[src/rtl/amem_pkg.sv]
package amem_pkg;

    typedef enum logic [2:0] {
        PH_IDLE  = 3'd0,
        PH_SETUP = 3'd1,
        PH_HOLD  = 3'd2,
        PH_DATA  = 3'd3,
        PH_TURN  = 3'd4
    } amem_phase_e;

endpackage

[src/rtl/amem_wait_qual.sv]
module amem_wait_qual (
    input  logic enable,
    input  logic active_level,
    input  logic wait_in,
    output logic stall
);

    always_comb begin
        stall = enable && (wait_in == active_level);
    end

endmodule

[src/rtl/amem_phase_timer.sv]
module amem_phase_timer #(
    parameter int CNT_W = 8
) (
    input  logic             clk,
    input  logic             rst_n,
    input  logic             load,
    input  logic [CNT_W-1:0] load_val,
    input  logic             run,
    output logic             expired
);

    logic [CNT_W-1:0] cnt_d, cnt_q;

    always_comb begin
        cnt_d = cnt_q;
        if (load) begin
            cnt_d = load_val;
        end else if (run && (cnt_q != '0)) begin
            cnt_d = cnt_q - CNT_W'(1);
        end
    end

    always_ff @(posedge clk or negedge rst_n) begin
        if (!rst_n) begin
            cnt_q <= '0;
        end else begin
            cnt_q <= cnt_d;
        end
    end

    assign expired = (cnt_q == '0);

endmodule

[src/rtl/amem_seq_top.sv]
module amem_seq_top #(
    parameter int ADDR_W = 20,
    parameter int DATA_W = 16,
    parameter int APH_W  = 4,
    parameter int DPH_W  = 8
) (
    input  logic                   clk,
    input  logic                   rst_n,
    input  logic                   cfg_mux,
    input  logic                   cfg_wr_en,
    input  logic                   cfg_wait_en,
    input  logic                   cfg_wait_pol,
    input  logic [APH_W-1:0]       cfg_addr_setup,
    input  logic [APH_W-1:0]       cfg_addr_hold,
    input  logic [DPH_W-1:0]       cfg_data_setup,
    input  logic [APH_W-1:0]       cfg_turnaround,
    input  logic                   req_valid,
    output logic                   req_ready,
    input  logic                   req_write,
    input  logic [ADDR_W-1:0]      req_addr,
    input  logic [DATA_W-1:0]      req_wdata,
    input  logic [DATA_W/8-1:0]    req_be,
    output logic                   rsp_done,
    output logic                   rsp_err,
    output logic [DATA_W-1:0]      rsp_rdata,
    output logic                   mem_cs_n,
    output logic                   mem_oe_n,
    output logic                   mem_we_n,
    output logic                   mem_adv_n,
    output logic [DATA_W/8-1:0]    mem_be_n,
    output logic [ADDR_W-1:0]      mem_addr,
    output logic [DATA_W-1:0]      mem_dq_out,
    output logic                   mem_dq_oe,
    input  logic [DATA_W-1:0]      mem_dq_in,
    input  logic                   mem_wait
);

    import amem_pkg::*;

    localparam int BE_W  = DATA_W / 8;
    localparam int CNT_W = (DPH_W > APH_W) ? DPH_W : APH_W;

    typedef struct packed {
        amem_phase_e       ph;
        logic              wr;
        logic              mux;
        logic [APH_W-1:0]  hold;
        logic [DPH_W-1:0]  dset;
        logic [APH_W-1:0]  turn;
        logic [ADDR_W-1:0] addr;
        logic [DATA_W-1:0] wdata;
        logic [BE_W-1:0]   be;
        logic              cs_n;
        logic              oe_n;
        logic              we_n;
        logic              adv_n;
        logic              dq_oe;
        logic [DATA_W-1:0] dq_out;
        logic [BE_W-1:0]   be_n;
        logic              done;
        logic              err;
        logic [DATA_W-1:0] rdata;
    } seq_state_t;

    seq_state_t s_d, s_q;

    logic             tmr_load;
    logic [CNT_W-1:0] tmr_val;
    logic             tmr_run;
    logic             tmr_expired;
    logic             wait_hit;
    logic             stall;

    function automatic logic [CNT_W-1:0] len_m1(input logic [CNT_W-1:0] v);
        return (v == '0) ? '0 : (v - CNT_W'(1));
    endfunction

    amem_wait_qual u_wait (
        .enable       (cfg_wait_en),
        .active_level (cfg_wait_pol),
        .wait_in      (mem_wait),
        .stall        (wait_hit)
    );

    amem_phase_timer #(.CNT_W(CNT_W)) u_timer (
        .clk      (clk),
        .rst_n    (rst_n),
        .load     (tmr_load),
        .load_val (tmr_val),
        .run      (tmr_run),
        .expired  (tmr_expired)
    );

    assign stall = wait_hit && (s_q.ph == PH_DATA);

    always_comb begin
        s_d      = s_q;
        s_d.done = 1'b0;
        s_d.err  = 1'b0;
        tmr_load = 1'b0;
        tmr_val  = '0;
        tmr_run  = 1'b0;

        case (s_q.ph)
            PH_IDLE: begin
                if (req_valid) begin
                    if (req_write && !cfg_wr_en) begin
                        s_d.done = 1'b1;
                        s_d.err  = 1'b1;
                    end else begin
                        s_d.wr    = req_write;
                        s_d.mux   = cfg_mux;
                        s_d.hold  = cfg_addr_hold;
                        s_d.dset  = cfg_data_setup;
                        s_d.turn  = cfg_turnaround;
                        s_d.addr  = req_addr;
                        s_d.wdata = req_wdata;
                        s_d.be    = req_be;
                        tmr_load  = 1'b1;
                        if (cfg_addr_setup != '0) begin
                            s_d.ph  = PH_SETUP;
                            tmr_val = len_m1(CNT_W'(cfg_addr_setup));
                        end else if (cfg_mux) begin
                            s_d.ph  = PH_HOLD;
                            tmr_val = len_m1(CNT_W'(cfg_addr_hold));
                        end else begin
                            s_d.ph  = PH_DATA;
                            tmr_val = len_m1(CNT_W'(cfg_data_setup));
                        end
                    end
                end
            end
            PH_SETUP: begin
                tmr_run = 1'b1;
                if (tmr_expired) begin
                    tmr_load = 1'b1;
                    if (s_q.mux) begin
                        s_d.ph  = PH_HOLD;
                        tmr_val = len_m1(CNT_W'(s_q.hold));
                    end else begin
                        s_d.ph  = PH_DATA;
                        tmr_val = len_m1(CNT_W'(s_q.dset));
                    end
                end
            end
            PH_HOLD: begin
                tmr_run = 1'b1;
                if (tmr_expired) begin
                    tmr_load = 1'b1;
                    s_d.ph   = PH_DATA;
                    tmr_val  = len_m1(CNT_W'(s_q.dset));
                end
            end
            PH_DATA: begin
                tmr_run = !stall;
                if (tmr_expired && !stall) begin
                    s_d.done = 1'b1;
                    if (!s_q.wr) begin
                        s_d.rdata = mem_dq_in;
                    end
                    if (s_q.turn != '0) begin
                        s_d.ph   = PH_TURN;
                        tmr_load = 1'b1;
                        tmr_val  = len_m1(CNT_W'(s_q.turn));
                    end else begin
                        s_d.ph = PH_IDLE;
                    end
                end
            end
            PH_TURN: begin
                tmr_run = 1'b1;
                if (tmr_expired) begin
                    s_d.ph = PH_IDLE;
                end
            end
            default: begin
                s_d.ph = PH_IDLE;
            end
        endcase

        s_d.cs_n  = !((s_d.ph == PH_SETUP) || (s_d.ph == PH_HOLD) || (s_d.ph == PH_DATA));
        s_d.adv_n = !(s_d.mux && (s_d.ph == PH_SETUP));
        s_d.oe_n  = !((s_d.ph == PH_DATA) && !s_d.wr);
        s_d.we_n  = !((s_d.ph == PH_DATA) && s_d.wr);
        if (s_d.mux) begin
            s_d.dq_oe = (s_d.ph == PH_SETUP) || (s_d.ph == PH_HOLD) ||
                        ((s_d.ph == PH_DATA) && s_d.wr);
        end else begin
            s_d.dq_oe = s_d.wr && ((s_d.ph == PH_SETUP) || (s_d.ph == PH_DATA));
        end
        s_d.dq_out = (s_d.mux && (s_d.ph != PH_DATA)) ? s_d.addr[DATA_W-1:0] : s_d.wdata;
        s_d.be_n   = s_d.cs_n ? {BE_W{1'b1}} : ~s_d.be;
    end

    always_ff @(posedge clk or negedge rst_n) begin
        if (!rst_n) begin
            s_q       <= '0;
            s_q.ph    <= PH_IDLE;
            s_q.cs_n  <= 1'b1;
            s_q.oe_n  <= 1'b1;
            s_q.we_n  <= 1'b1;
            s_q.adv_n <= 1'b1;
            s_q.be_n  <= {BE_W{1'b1}};
        end else begin
            s_q <= s_d;
        end
    end

    assign req_ready  = (s_q.ph == PH_IDLE);
    assign rsp_done   = s_q.done;
    assign rsp_err    = s_q.err;
    assign rsp_rdata  = s_q.rdata;
    assign mem_cs_n   = s_q.cs_n;
    assign mem_oe_n   = s_q.oe_n;
    assign mem_we_n   = s_q.we_n;
    assign mem_adv_n  = s_q.adv_n;
    assign mem_be_n   = s_q.be_n;
    assign mem_addr   = s_q.addr;
    assign mem_dq_out = s_q.dq_out;
    assign mem_dq_oe  = s_q.dq_oe;

    // Output enable and write enable never overlap; reads leave the pins undriven.
    assert_oe_we_excl_R4: assert property (@(posedge clk) disable iff (!rst_n)
        !(!mem_oe_n && !mem_we_n));
    assert_read_no_drive_R4: assert property (@(posedge clk) disable iff (!rst_n)
        !mem_oe_n |-> (!mem_dq_oe && !mem_cs_n));

    // Latch strobe only in shared-bus mode, with the pins driven.
    assert_adv_mux_only_R3: assert property (@(posedge clk) disable iff (!rst_n)
        !mem_adv_n |-> (s_q.mux && mem_dq_oe && !mem_cs_n));

    // Releasing output enable coincides with the completion pulse.
    assert_done_at_oe_release_R5: assert property (@(posedge clk) disable iff (!rst_n)
        $rose(mem_oe_n) |-> rsp_done);

    // A turnaround gap keeps the request side closed.
    assert_turn_blocks_ready_R7: assert property (@(posedge clk) disable iff (!rst_n)
        (rsp_done && !rsp_err && (s_q.turn != '0)) |-> !req_ready);

    // Refused writes leave every strobe idle.
    assert_err_no_strobe_R8: assert property (@(posedge clk) disable iff (!rst_n)
        rsp_err |-> (rsp_done && mem_cs_n && mem_we_n && req_ready));

    // An asserted wait keeps the data phase open.
    assert_wait_holds_data_R9: assert property (@(posedge clk) disable iff (!rst_n)
        stall |=> (s_q.ph == PH_DATA));

endmodule

[config.mk]
export PLATFORM = sky130hd
export DESIGN_NAME = amem_seq_top
export DESIGN_NICKNAME = d
export VERILOG_FILES = /design/src/rtl/amem_pkg.sv /design/src/rtl/amem_wait_qual.sv /design/src/rtl/amem_phase_timer.sv /design/src/rtl/amem_seq_top.sv
export SDC_FILE = /design/constraint.sdc
export NUM_CORES = 1
export LEC_CHECK = 0
export BUFFER_PORTS_ARGS = -buffer_cell sky130_fd_sc_hd__buf_2
export CAP_MARGIN = 5
export CORE_AREA = 2 2 110 112
export CTS_CLUSTER_DIAMETER = 120
export DETAILED_ROUTE_END_ITERATION = 6
export DIE_AREA = 0 0 112 114
export GPL_TIMING_DRIVEN = 0
export PLACE_DENSITY = 0.84
export SLEW_MARGIN = 20
export SYNTH_ARGS = -nofsm -noshare
export SYNTH_HDL_FRONTEND = slang
export SYNTH_SLANG_ARGS = --single-unit
[constraint.sdc]
create_clock -name clk -period 3.2 [get_ports clk]
set_input_delay 0.64 -clock clk [delete_from_list [all_inputs] [get_ports clk]]
set_output_delay 0.64 -clock clk [all_outputs]
set_load 0.02 [all_outputs]
# Word-level counts from Yosys, hierarchy flattened
# Cells that the tools add are included.
[classes] n_addsub=7 n_eq_ne=9 muxes=45 bitwise_logic=3 n_reduce_logical=37
[ops] operator="two-way mux 8 bit" count=17
[ops] operator="two-way mux 59 bit" count=2
[ops] operator="two-way mux 56 bit" count=1
[ops] operator="case mux 8 bit (4 select lines)" count=1
[ops] operator="logical NOT 8 bit" count=3
[ops] operator="subtractor 8 x 1 -> 8 bit, second input constant" count=3
[ops] operator="subtractor 4 x 1 -> 5 bit, second input constant" count=4
[ops] operator="logical NOT 4 bit" count=4
[ops] operator="two-way mux 16 bit" count=1
[ops] operator="two-way mux 3 bit" count=5
[ops] operator="case mux 3 bit (5 select lines)" count=1
[ops] operator="== test 3 x 2 -> 1 bit, second input constant" count=4
[ops] operator="logical AND 1 bit" count=10
[ops] operator="two-way mux 1 bit" count=10
[ops] operator="two-way mux 2 bit" count=4
[ops] operator="nonzero test 4 bit" count=2
[ops] operator="nonzero test 8 bit" count=1
[ops] operator="logical NOT 1 bit" count=7
[ops] operator="== test 3 x 1 -> 1 bit, second input constant" count=2
[ops] operator="AND reduction 3 bit" count=2
[ops] operator="logical OR 1 bit" count=4
[ops] operator="case mux 1 bit (2 select lines)" count=2
[ops] operator="== test 3 bit, second input constant" count=1
[ops] operator="logical NOT 3 bit" count=1
[ops] operator="8 further kinds" count=9
[word_totals] register_bits=108 elab_cells=122

# Longest topological paths before layout
[logic_depth] word_depth=11 ltp_mapped=8

# Modules after synthesis
# Synthesis repeated with hierarchy kept, for this count alone.
[hier_totals] hier_cells=594 hier_area_um2=5601.6
[modules_own_cells] mod="amem_seq_top" instances=1 cells_each=534 area_each_um2=5058.6 seq_area_each_um2=2509.9
[modules_own_cells] mod="amem_phase_timer" instances=1 cells_each=58 area_each_um2=528.0 seq_area_each_um2=200.2
[modules_own_cells] mod="amem_wait_qual" instances=1 cells_each=2 area_each_um2=15.0 seq_area_each_um2=0.0

# Worst setup path before layout
# No wires, ideal clock.
[synth_timing] kind="input to register" startpoint="in cfg_addr_setup[0]" endpoint="reg s_q, in the netlist mem_dq_out[10]" setup_time_ps=125 arrival_ps=2332 path_slack_ps=743 stages=8 n_path_buf=1 path_cell_list="inv_1 > ha_1 > nor3b_2 > nand2_1 > a222oi_1 > o211ai_4 > buf_6 > mux2_4"
[synth_lines] element="from (decl)" line="amem_seq_top.sv:13" text="input logic [APH_W-1:0] cfg_addr_setup,"
[synth_lines] element="to (decl)" line="amem_seq_top.sv:65" text="seq_state_t s_d, s_q;"

==> impl_metrics.tcl <==
set metrics [dict create \
    place_inst 883 \
    critPathCaptureType "flop" \
    slowest_delay_ns 0.55 \
    design_area_um2 6919 \
    syn_nets 684 \
    root_buffer "clkbuf_16" \
    critPathMaxFanout 10 \
    cts_sinks 108 \
    clkPwrFrac_pct 17.4 \
    antenna_found_initial 0 \
    yosys.area.top_type_share_pct 44.90 \
    synth_edf_count 0 \
    path_class "in2reg" \
    timing_hold_violations_final 0 \
    synth-seq-cells 108 \
    power_density_nw_per_um2 942.0 \
    p_comb_share_pct 47.5 \
    first_global_vias 4478 \
    relSlewSlack_pct 49.78 \
    routed_wirelength_um 12990 \
    final_common_cell "nand2_1" \
    gp_congestion 0.8445 \
    vdd_drop_max_v 0.0006187 \
    worstSkewPairLatency_ns 0.34 \
    die_h_um 114 \
    vias 4588 \
    grtUsageTotal_pct 20.22 \
    rows 40 \
    via_per_inst 5.109 \
    cp.depth 9 \
    leakage_nw 3.616 \
    dieArea_um2 12770 \
    overflow 0 \
    cts_setup_buffers 0 \
    period_share_pct 84.32 \
    p_int_mw 3.934 \
    grt_pass1_wl_um 21000 \
    wire_per_inst_um 14.47 \
    clkTransAtPathRegs_ns 0.07 \
    fin_crit_ns 2.698 \
    numCtsBuffers 9 \
    hp-class "in2async" \
    ctsResizeCount 0 \
    fin_tns_setup_ns 0 \
    io_pins 145 \
    die_w_um 112 \
    fin_nets 838 \
    switchingPower_mw 2.583 \
    cap_violations 0 \
    fmax_mhz 370.6 \
    hold_buffers 0 \
    worst_ep_arrival_time_ns 2.93 \
    core-area_um2 11710 \
    stdcell_count 898 \
    syn_avg_cell_area_um2 9.586 \
    status "finished clean" \
    antenna_left 0 \
    n_antenna_cell 0 \
    tightest_slew_ns 0.7534 \
    cts-htree-levels 3 \
    swShare_pct 39.64 \
    worst-path-buf-inv 3 \
    final_core_util_pct 59.08 \
    ys_seq_area_share_pct 47.68 \
    drc 0 \
    drt_iter0_markers 254 \
    seqPwrFrac_pct 35.1 \
    final_cell_mix "nand2_1, buf_2, dfrtp_1" \
    io_buffer_count 142 \
    clockBufferDepth 2 \
    hpwl_um 9929 \
    final_max_slew_viol_count 0 \
    worst_setup_path_start_kind "primary input" \
    synth_top_cell_by_area "dfrtp_1" \
    ys_warn_count 0 \
    place_area_um2 6613 \
    grt_max_degree 65 \
    finalSetupViolCount 0 \
    skew_ns 0.008240 \
    rsz0062_at_grt "false" \
    yosys-top-cells-area "dfrtp_1, nand2_1, buf_4" \
    worstPathCellList "buf_2, inv_1, ha_1, nor3b_2, nand2_1, a222oi_1, o211ai_4, buf_6, mux2_4" \
    area_delta_synth_final_pct 21.73 \
    dr.pass1.iters 6 \
    reg2reg_depth 6 \
    ys_types 63 \
    slowest_stage "nor3b_2" \
    ys.flop_type "dfrtp_1" \
    drive_gt1_share_pct 35.55 \
    async_reset_ff_share_pct 100.0 \
    netlist_area_um2 5684 \
    fin_hold_ws_ns 0.2053 \
    start_util_pct 48.54 \
    cts_tree "yes" \
    syn_inst 593 \
    required_ns 3.43 \
    path_delay_family "compound AO/OA/AOI/OAI gates" \
]
==> routing by layer <==
metal,wire [µm],vias up,global-route usage [%]
met5,0,-,0
met4,266,0,7.398
met3,667,22,3.082
met2,6325,135,34.18
met1,5733,2152,26.66
li1,-,2279,-
==> stage by stage <==
| stage | power (mW) | worst slack (ns) |
|---|---|---|
| 2_1_floorplan | 4.569 | 0.7429 |
| 3_3_place_gp | 5.291 | 0.1736 |
| 3_5_place_dp | 5.390 | 0.1597 |
| 4_1_cts | 6.541 | 0.5332 |
| 5_1_grt | 6.979 | 0.3882 |
| 6_report | 6.518 | 0.5018 |
==> worst register-to-register path: cells and delay by family, from the launching register on <==
family,cells,cell delay [ns]
muxes,1,0.32
AOI/OAI and AO/OA,2,0.69
DFF,1,0.43
and+or+nand+nor,1,0.62
buffers and inverters,2,0.45
==> registers in the layout, summed over array words and instances, names as in the netlist <==
| signal | count |
|---|---|
| rsp_done | 1 |
| mem_addr | 20 |
| mem_cs_n | 1 |
| rsp_err | 1 |
| mem_adv_n | 1 |
| mem_be_n | 2 |
| s_q | 39 |
| mem_we_n | 1 |
| u_timer.cnt_q | 8 |
| mem_dq_out | 16 |
| mem_dq_oe | 1 |
| mem_oe_n | 1 |
| rsp_rdata | 16 |
==> Yosys cell counts (3+ instances only) <==
cell type,number
nand2_1,170
dfrtp_1,102
buf_4,54
mux2_2,22
o21ai_0,20
inv_1,16
nor2_1,16
a21oi_1,14
clkbuf_1,12
mux2_4,10
nor3_1,10
o31ai_1,10
xnor2_1,10
ha_1,8
nand3_1,7
buf_2,6
dfstp_2,6
nor3b_1,6
a221oi_1,5
nor4_1,5
o211ai_1,5
or4_1,5
buf_1,4
mux2i_1,4
xor2_1,4
a221o_1,3
a22oi_1,3
a31oi_1,3
and2_1,3
and3_1,3
nand2b_1,3
nor2b_1,3
==> cells by family after synthesis <==
family          after synthesis  share of synthesized area [%]
simple gates                246                          19.83
xor+xnor                     14                          2.157
flops                       108                          47.68
compound gates               88                          10.90
buf+inv                      93                          9.971
mux                          36                          7.704
fa+ha+maj                     8                          1.761
==> path summary, 6_finish.rpt <==
| kind | slack, ns | from | to |
|---|---|---|---|
| hold / removal | 0.21 | rst_n | s_q[54] |
| setup / recovery | 0.50 | cfg_addr_setup[0] | mem_dq_out[10] |
| setup reg to reg | 0.58 | s_q[98] | mem_dq_out[10] |
| min in group clk | 0.47 | s_q[58] | s_q[58] |
| max in group asynchronous | 2.35 | rst_n | u_timer.cnt_q[0] |
| hold reg to reg | 0.47 | s_q[58] | s_q[58] |
==> final cells by class <==
class	instances	area, µm²
Clock buffer	10	239.0
Tap cell	147	183.9
Clock inverter	5	67.56
Inverter	16	60.06
Sequential cell	108	2710
Fill cell	999	4792
Buffer	77	506.7
Multi-Input combinational cell	392	2407
Timing Repair Buffer	143	744.5
==> power by group through the flow <==
stage	Clock, mW	Sequential [mW]	Combinational (mW)
after floorplan	0	2.24	2.33
after global placement	0	2.28	3.02
after detailed placement	0	2.30	3.09
after CTS	1.16	2.28	3.11
after global routing	1.21	2.35	3.42
final	1.14	2.29	3.10
(Power assumes the default switching activity.)
